**config.mk**
```make
export PLATFORM = sky130hd
export DESIGN_NAME = tx_keyer
export DESIGN_NICKNAME = d
export VERILOG_FILES = /design/src/rtl/tx_key_pkg.sv /design/src/rtl/tx_bit_timer.sv /design/src/rtl/tx_freq_shaper.sv /design/src/rtl/tx_pa_mapper.sv /design/src/rtl/tx_keyer.sv
export SDC_FILE = /design/constraint.sdc
export NUM_CORES = 1
export LEC_CHECK = 0
export CAP_MARGIN = 20
export CELL_PAD_IN_SITES_DETAIL_PLACEMENT = 0
export CELL_PAD_IN_SITES_GLOBAL_PLACEMENT = 2
export CORE_MARGIN = 4
export CORE_UTILIZATION = 35
export DETAILED_ROUTE_END_ITERATION = 6
export PLACE_DENSITY = 0.8
export SYNTH_ARGS = -nofsm -noshare
export SYNTH_HDL_FRONTEND = slang
export SYNTH_SLANG_ARGS = --single-unit
```
**constraint.sdc**
```tcl
create_clock -name clk -period 12.2 [get_ports clk]
set_input_delay 2.44 -clock clk [delete_from_list [all_inputs] [get_ports clk]]
set_output_delay 2.44 -clock clk [all_outputs]
set_load 0.03 [all_outputs]
```
**src/rtl/tx_key_pkg.sv**
```systemverilog
package tx_key_pkg;
  typedef enum logic [1:0] {
    KEY_FSK  = 2'b00,
    KEY_GFSK = 2'b01,
    KEY_ASK  = 2'b10,
    KEY_OOK  = 2'b11
  } key_scheme_e;
endpackage

```
**src/rtl/tx_bit_timer.sv**
```systemverilog
module tx_bit_timer #(
  parameter int DIVF_W        = 7,
  parameter int IDX_W         = 2,
  parameter int IDX_BASE_LOG2 = 4,
  parameter int SUB_W         = IDX_BASE_LOG2 + (1 << IDX_W) - 1
) (
  input  logic              clk,
  input  logic              rst_n,
  input  logic              run,
  input  logic [DIVF_W-1:0] div_factor,
  input  logic [IDX_W-1:0]  idx_sel,
  output logic              sub_tick,
  output logic              bit_tick,
  output logic [SUB_W-1:0]  sub_idx,
  output logic              tx_clk
);
  logic [DIVF_W-1:0] pre_q, pre_d, div_last;
  logic [SUB_W-1:0]  sub_q, sub_d, idx_last;
  logic [SUB_W:0]    idx_count, idx_last_w, idx_half;

  // sub-step count per bit is a power of two picked by idx_sel
  always_comb begin
    idx_count  = (SUB_W+1)'(1) << (IDX_BASE_LOG2 + int'(idx_sel));
    idx_last_w = idx_count - 1'b1;
    idx_last   = idx_last_w[SUB_W-1:0];
    idx_half   = idx_count >> 1;
    div_last   = (div_factor == '0) ? '0 : div_factor - 1'b1;
  end

  always_comb begin
    sub_tick = run && (pre_q == div_last);
    bit_tick = sub_tick && (sub_q == idx_last);
    tx_clk   = run && ({1'b0, sub_q} < idx_half);
    sub_idx  = sub_q;
  end

  // next state
  always_comb begin
    pre_d = pre_q;
    sub_d = sub_q;
    if (!run) begin
      pre_d = '0;
      sub_d = '0;
    end else begin
      pre_d = sub_tick ? '0 : pre_q + 1'b1;
      if (bit_tick)      sub_d = '0;
      else if (sub_tick) sub_d = sub_q + 1'b1;
    end
  end

  always_ff @(posedge clk or negedge rst_n) begin
    if (!rst_n) begin
      pre_q <= '0;
      sub_q <= '0;
    end else begin
      pre_q <= pre_d;
      sub_q <= sub_d;
    end
  end

  AST_IDLE_CLEARS: assert property (@(posedge clk) disable iff (!rst_n)
    !run |=> (sub_q == '0 && pre_q == '0));
  AST_CLK_RISES_AT_BIT: assert property (@(posedge clk) disable iff (!rst_n)
    (bit_tick && run) |=> (tx_clk || !run));
endmodule

```
**src/rtl/tx_freq_shaper.sv**
```systemverilog
module tx_freq_shaper
  import tx_key_pkg::*;
#(
  parameter int OFS_W         = 9,
  parameter int DEV_W         = 7,
  parameter int MOD_W         = 3,
  parameter int IDX_W         = 2,
  parameter int IDX_BASE_LOG2 = 4,
  parameter int SUB_W         = IDX_BASE_LOG2 + (1 << IDX_W) - 1
) (
  input  logic                    clk,
  input  logic                    rst_n,
  input  key_scheme_e             sch,
  input  logic                    bit_q,
  input  logic                    data_in,
  input  logic [DEV_W-1:0]        dev_word,
  input  logic [MOD_W-1:0]        gmod,
  input  logic                    sub_tick,
  input  logic                    bit_tick,
  input  logic [SUB_W-1:0]        sub_idx,
  input  logic [IDX_W-1:0]        idx_sel,
  output logic signed [OFS_W-1:0] freq_ofs
);
  localparam int PROD_W = OFS_W + SUB_W + 3;

  logic                     gfsk;
  logic signed [OFS_W-1:0]  start_q, start_d, tgt_q, tgt_d;
  logic signed [OFS_W-1:0]  mag, new_tgt, dev_ext, ramp;
  logic signed [OFS_W:0]    diff;
  logic [SUB_W:0]           step_n;
  logic signed [PROD_W-1:0] prod, scaled, sum;

  always_comb begin
    gfsk    = (sch == KEY_GFSK);
    mag     = OFS_W'(1) << gmod;
    new_tgt = data_in ? mag : -mag;
    dev_ext = $signed({{(OFS_W-DEV_W){1'b0}}, dev_word});
  end

  // linear ramp from previous target to current target, floor rounded
  always_comb begin
    diff   = $signed({tgt_q[OFS_W-1], tgt_q}) - $signed({start_q[OFS_W-1], start_q});
    step_n = {1'b0, sub_idx} + 1'b1;
    prod   = PROD_W'(diff) * $signed(PROD_W'(step_n));
    scaled = prod >>> (IDX_BASE_LOG2 + int'(idx_sel));
    sum    = PROD_W'(start_q) + scaled;
    ramp   = sum[OFS_W-1:0];
  end

  always_comb begin
    case (sch)
      KEY_FSK:  freq_ofs = bit_q ? dev_ext : -dev_ext;
      KEY_GFSK: freq_ofs = ramp;
      default:  freq_ofs = '0;
    endcase
  end

  // next state
  always_comb begin
    start_d = start_q;
    tgt_d   = tgt_q;
    if (!gfsk) begin
      start_d = '0;
      tgt_d   = '0;
    end else if (bit_tick) begin
      start_d = tgt_q;
      tgt_d   = new_tgt;
    end
  end

  always_ff @(posedge clk or negedge rst_n) begin
    if (!rst_n) begin
      start_q <= '0;
      tgt_q   <= '0;
    end else begin
      start_q <= start_d;
      tgt_q   <= tgt_d;
    end
  end

  AST_RAMP_LANDS: assert property (@(posedge clk) disable iff (!rst_n)
    (gfsk && bit_tick) |-> (ramp == tgt_q));
  AST_RAMP_STEADY: assert property (@(posedge clk) disable iff (!rst_n)
    (gfsk && !sub_tick) |=> ($stable(ramp) || !$stable(idx_sel)));
endmodule

```
**src/rtl/tx_pa_mapper.sv**
```systemverilog
module tx_pa_mapper
  import tx_key_pkg::*;
#(
  parameter int PWR_W = 7
) (
  input  key_scheme_e       sch,
  input  logic              pa_en,
  input  logic              bit_q,
  input  logic [PWR_W-1:0]  hi_word,
  input  logic [PWR_W-1:0]  lo_word,
  output logic [PWR_W-1:0]  pa_code
);
  localparam int RANGE_LSB = PWR_W - 2;

  logic [PWR_W-1:0] cand;
  logic             range_live;

  always_comb begin
    case (sch)
      KEY_ASK: cand = bit_q ? hi_word : lo_word;
      KEY_OOK: cand = bit_q ? hi_word : '0;
      default: cand = hi_word;
    endcase
    range_live = (cand[PWR_W-1:RANGE_LSB] != 2'b00);
    pa_code    = (pa_en && range_live) ? cand : '0;
  end
endmodule

```
**src/rtl/tx_keyer.sv**
```systemverilog
module tx_keyer
  import tx_key_pkg::*;
#(
  parameter int WORD_W        = 7,
  parameter int MOD_W         = 3,
  parameter int DIVF_W        = 7,
  parameter int IDX_W         = 2,
  parameter int IDX_BASE_LOG2 = 4,
  parameter int OFS_W         = 9
) (
  input  logic                    clk,
  input  logic                    rst_n,
  input  logic                    tx_data,
  input  logic                    data_inv,
  input  logic                    pa_en,
  input  logic [1:0]              scheme,
  input  logic [WORD_W-1:0]       dev_word,
  input  logic [WORD_W-1:0]       hi_word,
  input  logic [MOD_W-1:0]        gmod,
  input  logic [DIVF_W-1:0]       div_factor,
  input  logic [IDX_W-1:0]        idx_sel,
  output logic signed [OFS_W-1:0] freq_ofs,
  output logic [WORD_W-1:0]       pa_code,
  output logic                    tx_clk
);
  localparam int SUB_W = IDX_BASE_LOG2 + (1 << IDX_W) - 1;

  key_scheme_e      sch;
  logic             gfsk, data_in, bit_q, bit_d;
  logic             sub_tick, bit_tick;
  logic [SUB_W-1:0] sub_idx;

  always_comb begin
    sch     = key_scheme_e'(scheme);
    gfsk    = (sch == KEY_GFSK);
    data_in = tx_data ^ data_inv;
  end

  // capture once per bit in the smoothed scheme, every cycle otherwise
  always_comb begin
    bit_d = bit_q;
    if (!gfsk || bit_tick) bit_d = data_in;
  end

  always_ff @(posedge clk or negedge rst_n) begin
    if (!rst_n) bit_q <= 1'b0;
    else        bit_q <= bit_d;
  end

  tx_bit_timer #(
    .DIVF_W(DIVF_W), .IDX_W(IDX_W), .IDX_BASE_LOG2(IDX_BASE_LOG2), .SUB_W(SUB_W)
  ) u_timer (
    .clk(clk), .rst_n(rst_n), .run(gfsk), .div_factor(div_factor), .idx_sel(idx_sel),
    .sub_tick(sub_tick), .bit_tick(bit_tick), .sub_idx(sub_idx), .tx_clk(tx_clk)
  );

  tx_freq_shaper #(
    .OFS_W(OFS_W), .DEV_W(WORD_W), .MOD_W(MOD_W), .IDX_W(IDX_W),
    .IDX_BASE_LOG2(IDX_BASE_LOG2), .SUB_W(SUB_W)
  ) u_shaper (
    .clk(clk), .rst_n(rst_n), .sch(sch), .bit_q(bit_q), .data_in(data_in),
    .dev_word(dev_word), .gmod(gmod), .sub_tick(sub_tick), .bit_tick(bit_tick),
    .sub_idx(sub_idx), .idx_sel(idx_sel), .freq_ofs(freq_ofs)
  );

  tx_pa_mapper #(.PWR_W(WORD_W)) u_pa (
    .sch(sch), .pa_en(pa_en), .bit_q(bit_q), .hi_word(hi_word),
    .lo_word(dev_word), .pa_code(pa_code)
  );

  AST_PA_RANGE_LIVE: assert property (@(posedge clk) disable iff (!rst_n)
    (pa_code != '0) |-> (pa_code[WORD_W-1:WORD_W-2] != 2'b00));
  AST_PA_GATED: assert property (@(posedge clk) disable iff (!rst_n)
    !pa_en |-> (pa_code == '0));
  AST_GFSK_HOLD: assert property (@(posedge clk) disable iff (!rst_n)
    (gfsk && !bit_tick) |=> $stable(bit_q));
  AST_NO_CLK_OUTSIDE: assert property (@(posedge clk) disable iff (!rst_n)
    !gfsk |-> !tx_clk);
endmodule

```
* Word level (Yosys, flattened, before mapping)
Cells that the tools add are included.
** Storage, ports and cells
- Register bits :: 33
- Input bits :: 33
- Output and inout bits :: 17
- Word-level logic and storage cells :: 54
** Cells by class
- Add/sub/neg operators :: 10
- Multipliers :: 1
- Magnitude comparators :: 1
- Equal/unequal tests :: 7
- Shifts and indexed selects :: 3
- Mux-type cells :: 17
- Bitwise operators :: 1
- Reductions and logical operators :: 9
** Operators by type and width (count)
- two-way mux 7 bit :: 9
- two-way mux 9 bit :: 6
- >>> shifter 19 x 32 -> 9 bit :: 1
- multiplier 10 x 9 -> 19 bit :: 1
- case mux 9 bit (2 select lines) :: 1
- adder 7 x 1 -> 7 bit (second input constant) :: 2
- equality test 7 bit :: 2
- case mux 7 bit (2 select lines) :: 1
- subtractor 7 x 1 -> 7 bit (second input constant) :: 2
- subtractor 9 x 9 -> 10 bit :: 1
- adder 9 bit :: 1
- negation 7 -> 9 bit :: 1
- negation 9 bit :: 1
- left shift 1 x 3 -> 9 bit (first input constant) :: 1
- adder 7 x 1 -> 8 bit (second input constant) :: 1
- left shift 1 x 4 -> 8 bit (first input constant) :: 1
- zero test 7 bit :: 1
- less-than comparator 7 bit :: 1
- adder 3 x 2 -> 4 bit (first input constant) :: 1
- equality test 2 bit (second input constant) :: 2
- logical AND 1 bit :: 4
- inequality test 3 bit (second input constant) :: 1
- equality test 2 x 1 -> 1 bit (second input constant) :: 1
- zero test 2 bit :: 1
- other kinds (5) :: 5

* Logic depth before layout (Yosys ltp)
- Word-level depth :: 7
- Gate-level depth with buffers :: 33
- Gate-level depth less buffers :: 33

* By module
A second synthesis with hierarchy kept.
** Second synthesis, totals
- Cell total of the unflattened synthesis :: 744
- Area total of the unflattened synthesis :: 6218.5 sq um
** By module, submodules not included
- tx_freq_shaper :: times used 1, cells an instance 576, area each 4745.8 sq um, sequential area each 450.4 sq um
- tx_bit_timer :: times used 1, cells an instance 137, area each 1212.4 sq um, sequential area each 350.3 sq um
- tx_pa_mapper :: times used 1, cells an instance 26, area each 192.7 sq um, sequential area each 0.0 sq um
- tx_keyer :: times used 1, cells an instance 5, area each 67.6 sq um, sequential area each 25.0 sq um

* Least setup slack after synthesis
No wires, ideal clock.
- Kind :: flip-flop to output port
- Start :: reg u_shaper.tgt_q[0]
- End :: out freq_ofs[8]
- Arrival time :: 7.531 ns
- Data required time :: 9.760 ns
- Setup slack :: 2.229 ns
- Cell stages (with the launch flop) :: 33
- Path buffers :: 0
- Cells stage by stage :: dfrtp_1 inv_1 ha_1 inv_1 fa_1 a21o_1 a221o_1 o41ai_2 xnor2_1 nand2b_1 fa_1 inv_1 fa_1 fa_1 inv_1 fa_1 inv_1 ha_1 and3_1 a2111oi_0 o21bai_1 a21oi_1 xnor2_1 mux2i_1 mux2i_1 ha_1 or2_2 a21oi_1 a31oi_1 xnor2_1 a2111oi_0 a311oi_1 nand2_1
** On the way
- Longest elaborated chain between the ends :: 5
** Ends and longest elaborated chain
- start, declared :: line tx_freq_shaper.sv:27 : logic signed [OFS_W-1:0] start_q, start_d, tgt_q, tgt_d;
- start signal, assigned :: line tx_freq_shaper.sv:77 : tgt_q <= tgt_d;
- subtractor 9 x 9 -> 10 bit :: line tx_freq_shaper.sv:42 : diff = $signed({tgt_q[OFS_W-1], tgt_q}) - $signed({start_q[OFS_W-1], start_q});
- multiplier 10 x 9 -> 19 bit :: line tx_freq_shaper.sv:44 : prod = PROD_W'(diff) * $signed(PROD_W'(step_n));
- >>> shifter 19 x 32 -> 9 bit :: line tx_freq_shaper.sv:45 : scaled = prod >>> (IDX_BASE_LOG2 + int'(idx_sel));
- adder 9 bit :: line tx_freq_shaper.sv:46 : sum = PROD_W'(start_q) + scaled;
- case mux 9 bit (2 select lines) :: line tx_freq_shaper.sv:51 : case (sch)
- end, declared :: line tx_keyer.sv:22 : output logic signed [OFS_W-1:0] freq_ofs,
No other way between the ends.

* Worst setup path after layout
Ends and elaborated chain as after synthesis.

==> out/metrics.yaml <==
grt:
  overflow: 0
  antenna_found_initial: 0
  track_usage_pct: 15.9
  grt_pass1_vias: 5242
  grt_pass1_wl_um: 26300
  grt_max_degree: 34
logic_synthesis:
  synth_cells: 754
  synthFlopType: "dfrtp_1"
  avgSynthCellArea_um2: 8.15
  yosysWarnings: 0
  synth_cell_types: 69
  synth-async-reset-ratio_pct: 100
  syn-cell-area_mm2: 0.00614
  synth_edf_count: 0
  synth-seq-cells: 33
  syn_nets: 899
  yosysSeqAreaShare_pct: 13.4
place:
  hpwl_um: 13000
  gp_congestion: 0.835
  placed_area_mm2: 0.00682
  place_inst: 1006
  port_buffers: 49
run:
  drv_cap: 0
pwr:
  total_power_uw: 327
  power_frac_clock_pct: 45.3
  power_density_mw_per_mm2: 46.6
  switching_power_uw: 84.6
  internal_power_uw: 242
  power.share.combinational_pct: 20.4
  swShare_pct: 25.9
  power_frac_seq_pct: 34.3
  irDropWorstVdd_mv: 0.0519
  p_leak_nw: 3.18
finish:
  register_area_um2: 826
  diodes: 0
  multi_input_area_mm2: 0.00476
  nFillCells: 1757
  final_util_pct: 40.6
  layout-drive-gt1-share_pct: 4.18
  area_delta_synth_final_pct: 14.0
  fin_cells: 1014
  layout_commonest_cell: "inv_1"
  design_area_mm2: 0.00700
  final_cell_mix: "inv_1, nor2_1, nand2_1"
  nets: 933
critical_path:
  cp-start-kind: "flop"
  critPathKind: "flop to output port"
  worst_path_most_repeated_cell: "fa_1"
  crit_slowest_cell: "clkdlybuf4s50_1"
  worstPathRequired_ns: 9.76
  path_max_fanout: 7
  cp-end-kind: "output port"
  cp_data_arrival_time_ns: 9.12
  slowest_delay_ns: 0.66
routing:
  drt_pass1_iterations: 4
  drt_iter0_drc: 223
  drc: 0
  wirelength_um: 15400
  antenna_left: 0
  routedWlPerCell_um: 15.2
  via_per_inst: 5.04
  via_count: 5107
clock_network:
  cts_tree: "done"
  clk_pin_slew_ns: 0.06
  cts_buffers: 5
  clock_path_buffers: 2
  ctsRootBufferMaster: "clkbuf_16"
  cts.htree.levels: 2
  clkLatencyLatePin_ns: 0.27
  cts_num_sinks: 33
sta:
  finalCritPeriodShare_pct: 94.8
  hold_violations: 0
  timing.fmax_ghz: 0.0865
  slew_headroom_pct: 29.2
  rsz0062_at_grt: "false"
  maxSlewViolCount: 0
  fin_crit_ns: 11.56
  tightest_slew_ns: 1.05
  setup_viol: 0
  final.setup_skew_ns: 0.00508
  fin_tns_setup_ns: 0
die:
  pin_count: 50
  dieArea_mm2: 0.0197
  core_mm2: 0.0172
  start_util_pct: 35.6
  rows: 48
  die_x_um: 140
  die_y_um: 140
outcome:
  run_status: "complete, no violations"
min_path:
  holdCritPathClass: "flop to flop"
==> power by group through the flow <==
stage                     combinational (mW)  clock [mW]  sequential [mW]
after CTS                             0.0673       0.150            0.112
after global routing                  0.0731       0.156            0.112
after detailed placement              0.0671           0            0.114
after global placement                0.0663           0            0.114
after floorplan                       0.0387           0            0.113
final                                 0.0665       0.148            0.112
==> final cells by class <==
class | instances | area share [%]
Tap cell | 225 | 4.02
Timing Repair Buffer | 53 | 7.44
Clock inverter | 1 | 0.429
Multi-Input combinational cell | 579 | 68.1
Sequential cell | 33 | 11.8
Inverter | 116 | 6.22
Clock buffer | 7 | 2.04
==> per-layer routing <==
layer / up-vias / track usage, % / part of all wire [%]
li1: 2554 / - / -
met1: 2472 / 21.5 / 46
met2: 71 / 27.3 / 49
met3: 10 / 3.04 / 5.3
met4: 0 / 1.94 / 0.50
met5: - / 0 / 0
==> critical path, delay by kind of cell (launching register included) <==
family | cells | cell delay, ns
flip-flops | 1 | 0.38
buffers and inverters | 5 | 0.87
multiplexers | 2 | 0.29
AO/OA/AOI/OAI | 10 | 2.48
XOR/XNOR | 3 | 0.75
AND/OR/NAND/NOR | 4 | 1.00
adder cells (fa/ha/maj) | 8 | 3.06
==> sequential cells by signal (all words and copies together), names as in the netlist <==
register and count:
u_shaper.start_q 9, u_shaper.tgt_q 9, u_timer.pre_q 7, u_timer.sub_idx 7, bit_q 1
==> what timing repair did <==
| action | in CTS | in global routing |
|---|---|---|
| buffers inserted | 0 | 0 |
| endpoints found under the setup margin | 0 | 1 |
| gates resized for setup | 0 | 2 |
| hold buffers | 0 | 0 |
==> through the flow <==
stage                     setup WS [ns]  hold slack (ns)
after detailed placement          0.917            0.507
after global placement             1.17            0.504
after CTS                         0.594            0.520
after floorplan                    2.23            0.467
final                             0.640            0.524
after global routing              0.127            0.579
==> cell usage after synthesis (all sizes together), types with 9 or more instances <==
library cell / instances / share of area (%)
nand2b: 20 / 2.2
xor2: 24 / 3.4
mux2i: 21 / 3.4
dfrtp: 33 / 13
xnor2: 33 / 4.7
nand2: 77 / 4.7
o31ai: 9 / 1.1
a211oi: 9 / 1.1
a21o: 9 / 1.1
fa: 59 / 19
ha: 53 / 11
inv: 116 / 7.1
a21oi: 31 / 2.5
nor2: 79 / 5.1
clkbuf: 20 / 1.2
nand3: 13 / 1.1
nor2b: 15 / 1.5
o21ai: 26 / 2.4
==> logic make-up after synthesis <==
logic type	Yosys count	synth area share, %
buf+inv	142	9.13
mux	24	4.16
flops	33	13.4
xor+xnor	58	8.49
fa+ha+maj	112	30.0
compound gates	124	13.8
simple gates	261	21.0
==> final timing paths <==
| kind | slack [ns] | end | startpoint | cells past startpoint |
|---|---|---|---|---|
| setup / recovery | 0.64 | freq_ofs[8] | u_shaper.tgt_q[0] | 32 |
| hold / removal | 0.52 | u_shaper.start_q[5] | u_shaper.tgt_q[5] | 2 |
| setup reg to reg | 9.68 | u_shaper.tgt_q[2] | u_timer.sub_idx[0] | 6 |
| hold reg to reg | 0.52 | u_shaper.start_q[5] | u_shaper.tgt_q[5] | 2 |
| max in group asynchronous | 9.32 | u_shaper.start_q[4] | rst_n | 2 |
| min in group asynchronous | 2.57 | u_timer.pre_q[6] | rst_n | 2 |
No activity file was read; power rests on OpenSTA's default activity.
